## src/rtl/wdt_prescaled.sv

```systemverilog
module wdt_prescaled #(
  parameter int SHORT_TICK = 15_000_000,
  parameter int LONG_TICK  = 250_000_000
) (
  input  logic       clk,
  input  logic       rst,
  input  logic       wr_en,
  input  logic [1:0] addr,
  input  logic [7:0] wdata,
  output logic [7:0] rdata,
  input  logic       kick,
  input  logic [4:0] fs_pins,
  output logic [4:0] freq_code,
  output logic       to_status
);
  localparam int MAXT = (LONG_TICK > SHORT_TICK) ? LONG_TICK : SHORT_TICK;
  localparam int PW   = $clog2(MAXT + 1);

  logic [6:0]    ctrl;
  logic [4:0]    sel, pins_q, cnt;
  logic [PW-1:0] pcnt;
  logic          captured, done, status;

  wire wr0    = wr_en && addr == 2'd0;
  wire wr1    = wr_en && addr == 2'd1;
  wire wr2    = wr_en && addr == 2'd2;
  wire reload = wr0 || kick;
  wire [PW-1:0] unit_m1 = ctrl[0] ? PW'(LONG_TICK - 1) : PW'(SHORT_TICK - 1);
  wire tick   = !done && pcnt == unit_m1;
  wire expire = tick && cnt == 5'd0;

  assign to_status = status;

  always_comb begin
    case (addr)
      2'd0:    rdata = {1'b0, ctrl};
      2'd1:    rdata = {7'b0, status};
      2'd2:    rdata = {3'b0, sel};
      default: rdata = {3'b0, pins_q};
    endcase
  end

  always_ff @(posedge clk) begin
    if (rst) begin
      ctrl      <= 7'h3E;
      sel       <= '0;
      pins_q    <= '0;
      captured  <= 1'b0;
      freq_code <= '0;
      cnt       <= 5'h1F;
      pcnt      <= '0;
      done      <= 1'b0;
      status    <= 1'b0;
    end else begin
      if (wr0) ctrl <= wdata[6:0];
      if (wr2) sel  <= wdata[4:0];
      if (!captured) begin
        pins_q   <= fs_pins;
        captured <= 1'b1;
      end
      freq_code <= ctrl[6] ? sel : pins_q;

      if (reload) begin
        cnt  <= wr0 ? wdata[5:1] : ctrl[5:1];
        pcnt <= '0;
        done <= 1'b0;
      end else if (tick) begin
        pcnt <= '0;
        if (cnt == 5'd0) done <= 1'b1;
        else             cnt  <= cnt - 5'd1;
      end else if (!done) begin
        pcnt <= pcnt + 1'b1;
      end

      if (expire && !reload)     status <= 1'b1;
      else if (wr1 && wdata[0])  status <= 1'b0;
    end
  end

  AST_STATUS_STICKY: assert property (@(posedge clk) disable iff (rst)
    status && !(wr1 && wdata[0]) |=> status);
  AST_EXPIRE_FLAGS: assert property (@(posedge clk) disable iff (rst)
    $rose(done) |-> status);
  AST_PINS_FROZEN: assert property (@(posedge clk) disable iff (rst)
    captured |=> $stable(pins_q));
  AST_KICK_RELOAD: assert property (@(posedge clk) disable iff (rst)
    kick && !wr0 |=> cnt == ctrl[5:1] && pcnt == '0 && !done);
  AST_CNT_BOUND: assert property (@(posedge clk) disable iff (rst)
    !done |-> cnt <= ctrl[5:1]);
  AST_UNIT_BOUND: assert property (@(posedge clk) disable iff (rst)
    pcnt <= unit_m1);
endmodule

```

## config.mk

```make
export PLATFORM = sky130hd
export DESIGN_NAME = wdt_prescaled
export DESIGN_NICKNAME = d
export VERILOG_FILES = /design/src/rtl/wdt_prescaled.sv
export SDC_FILE = /design/constraint.sdc
export NUM_CORES = 1
export LEC_CHECK = 0
export BUFFER_PORTS_ARGS = -buffer_cell sky130_fd_sc_hd__buf_4
export CORE_MARGIN = 3
export CORE_UTILIZATION = 40
export CTS_BUF_LIST = sky130_fd_sc_hd__clkbuf_4 sky130_fd_sc_hd__clkbuf_8
export DETAILED_ROUTE_END_ITERATION = 10
export SYNTH_ARGS = -nofsm -noshare
export SYNTH_HDL_FRONTEND = slang
export SYNTH_SLANG_ARGS = --single-unit
```

## constraint.sdc

```tcl
create_clock -name clk -period 2.9 [get_ports clk]
set_clock_uncertainty 0.05 [all_clocks]
set_input_delay 0.435 -clock clk [delete_from_list [all_inputs] [get_ports clk]]
set_output_delay 0.435 -clock clk [all_outputs]
set_load 0.01 [all_outputs]
```

==> results.json <==
{
  "timing.rr.end": "pcnt[14]",
  "worstSetupPathType": "flop to flop",
  "synth_nets": 331,
  "fp-row-count": 29,
  "clk_latency_ps": 340,
  "ys_warn_count": 0,
  "avgSynthCellArea_sq_um": 8.84,
  "syn_inst": 309,
  "status": "complete, no violations",
  "groute.usage.overall": 0.161,
  "switchingPower_mw": 0.432,
  "hold_class": "primary input to flop",
  "final.setup.tns_ps": 0,
  "cts.sink_count": 58,
  "antenna_found_initial": 0,
  "cts_buffers": 9,
  "slew_violations": 0,
  "tightest_slew_ps": 623,
  "overflow": 0,
  "peakVddDrop_mv": 0.318,
  "holdPathStages": 3,
  "die_w_um": 88.7,
  "fin_nets": 360,
  "whs_endpoint": "pins_q[3]",
  "p_sw_frac": 0.267,
  "drv_cap": 0,
  "setup_viol": 0,
  "gp_congestion": 0.790,
  "dr.pass1.iters": 5,
  "fin_area_sq_mm": 0.00317,
  "num_io_pins": 33,
  "power_density_mw_per_mm2": 510,
  "fin_crit_sh": 0.786,
  "postCtsSetupBuffers": 0,
  "r2r_slack_ps": 620,
  "synth.top_cell.area_share": 0.425,
  "power_frac_comb": 0.073,
  "clock-root-buffer": "clkbuf_8",
  "synthesis.area_sq_mm": 0.00273,
  "timing.hold.ws_ps": 268,
  "cts_tree": "built",
  "seqCellArea_sq_mm": 0.00116,
  "drive_gt1_frac": 0.166,
  "h-tree-depth": 3,
  "die_h_um": 88.7,
  "synth_top_cell_by_area": "dfxtp_1",
  "synth.area.top_cells": "dfxtp_1 42%, nor2_1 7.3%, mux2i_1 6.6%",
  "fill_cells": 617,
  "p_leak_nw": 1.17,
  "ys_ff_latch": 58,
  "crit_path_start_kind": "flop",
  "drtIter0Drc": 63,
  "crit_arrival_ps": 2450,
  "finalHoldViolCount": 0,
  "max_slew_margin": 0.579,
  "io_buffers": 30,
  "clockPowerShare": 0.414,
  "synth_most_common_cell": "dfxtp_1",
  "rsz0062_at_grt": "false",
  "start_util": 0.421,
  "synthFlopType": "dfxtp_1",
  "clk_path_buf_depth": 2,
  "pwr-share-seq": 0.513,
  "grt_pass1_vias": 2092,
  "multi_input_area_sq_mm": 0.00147,
  "p_int_mw": 1.19,
  "ff2ff_path_depth": 6,
  "synth.distinct_cells": 46,
  "fin_crit_ps": 2280,
  "ant_nets": 0,
  "die_area_sq_mm": 0.00786,
  "drt_wl_total_um": 5760,
  "core-area_sq_mm": 0.00649,
  "cp.required_ps": 3070,
  "dp_slack_ps": 616,
  "dpl_cell_area_sq_mm": 0.00299,
  "holdCritStartpoint": "fs_pins[3]",
  "dpl.hpwl_um": 4090,
  "ys_top_cells_by_count": "58 x dfxtp_1, 53 x nor2_1, 28 x nand2_1, 20 x xnor2_1, 18 x mux2i_1",
  "cts_resized": 0,
  "vias": 2192,
  "area_delta_synth_final_pct": 16.1,
  "r2r_start": "pcnt[9]",
  "antenna_cells": 0,
  "drc": 0,
  "viasPerCell": 5.22,
  "async_reset_ff_frac": 0,
  "synth_seq_area_share": 0.425,
  "grt_max_degree": 29,
  "clkTransAtPathRegs_ps": 80,
  "synth_edf_count": 0,
  "fmax_ghz": 0.438,
  "avgRoutedWirePerCell_um": 13.7,
  "critical_path.endpoint_type": "flop",
  "hold_buffers": 0,
  "grt_pass1_wl_um": 9650,
  "setup_slack_ps": 619,
  "critPathMaxFanout": 28
}
stage by stage:
| stage | cells | utilization | power (mW) |
|---|---|---|---|
| after floorplan | 309 | - | 0.920 |
| after global placement | 404 | 0.461 | 0.967 |
| after detailed placement | 404 | 0.461 | 0.969 |
| after CTS | 420 | 0.489 | 1.64 |
| after global routing | 420 | 0.489 | 1.70 |
| final | 420 | 0.489 | 1.62 |
sequential cells by signal, indices dropped and copies added (netlist names):
signal,count
pcnt,28
ctrl,7
cnt,5
freq_code,5
pins_q,5
sel,5
captured,1
done,1
to_status,1
cells by family after synthesis:
family	count (synthesis)	synth area share
simple gates	144	0.265
flops	58	0.425
compound gates	31	0.0774
xor+xnor	28	0.0897
mux	23	0.0907
buf+inv	21	0.0371
fa+ha+maj	3	0.0137
other cells	1	0.00137
per-layer routing:
metal	vias to the layer above	GRT usage	wire (um)
li1	1135	-	-
met1	1015	0.194	2710
met2	36	0.260	2750
met3	6	0.0661	226
met4	0	0.0536	71
met5	-	0	0
cell usage in the layout, fill, tap and decap left out, types with 9 or more instances in the layout:
cell type	instances
buf_4	32
mux2i_1	18
nand2_1	28
dfxtp_1	58
clkbuf_8	9
nor2_1	53
xnor2_1	20
a21oi_1	12
nand3_1	10
cell type report:
| cell class | instances | share of cell area |
|---|---|---|
| well taps | 77 | 0.0304 |
| clock inverters | 7 | 0.0174 |
| flip-flops and latches | 58 | 0.366 |
| inverters | 7 | 0.00828 |
| multi-input cells | 230 | 0.463 |
| clock buffers | 9 | 0.0390 |
| repair buffers | 32 | 0.0757 |
worst max path at each step:
stage | from | endpoint | slack, ps | cells after the start
2_1_floorplan | pcnt[6] | cnt[2] | 800 | 5
3_3_place_gp | pcnt[14] | pcnt[3] | 660 | 6
3_5_place_dp | pcnt[25] | pcnt[14] | 620 | 6
6_report | pcnt[9] | pcnt[14] | 620 | 6
4_1_cts | pcnt[9] | pcnt[14] | 600 | 6
5_1_grt | pcnt[9] | pcnt[13] | 410 | 6
power by group through the flow:
| stage | clock, mW | combinational, mW | sequential (mW) |
|---|---|---|---|
| CTS | 0.690 | 0.120 | 0.831 |
| floorplan | 0 | 0.0761 | 0.844 |
| global route | 0.734 | 0.132 | 0.833 |
| finish | 0.670 | 0.118 | 0.830 |
| detailed placement | 0 | 0.119 | 0.849 |
| global placement | 0 | 0.119 | 0.849 |
worst max-delay path, stage by stage, from the launching register on:
cell and delay, ps:
dfxtp_1 440, nand4b_1 140, or4b_4 520, a2111oi_2 470
or2_1 160, buf_4 290, nor2_1 90
(Power assumes the default switching activity.)
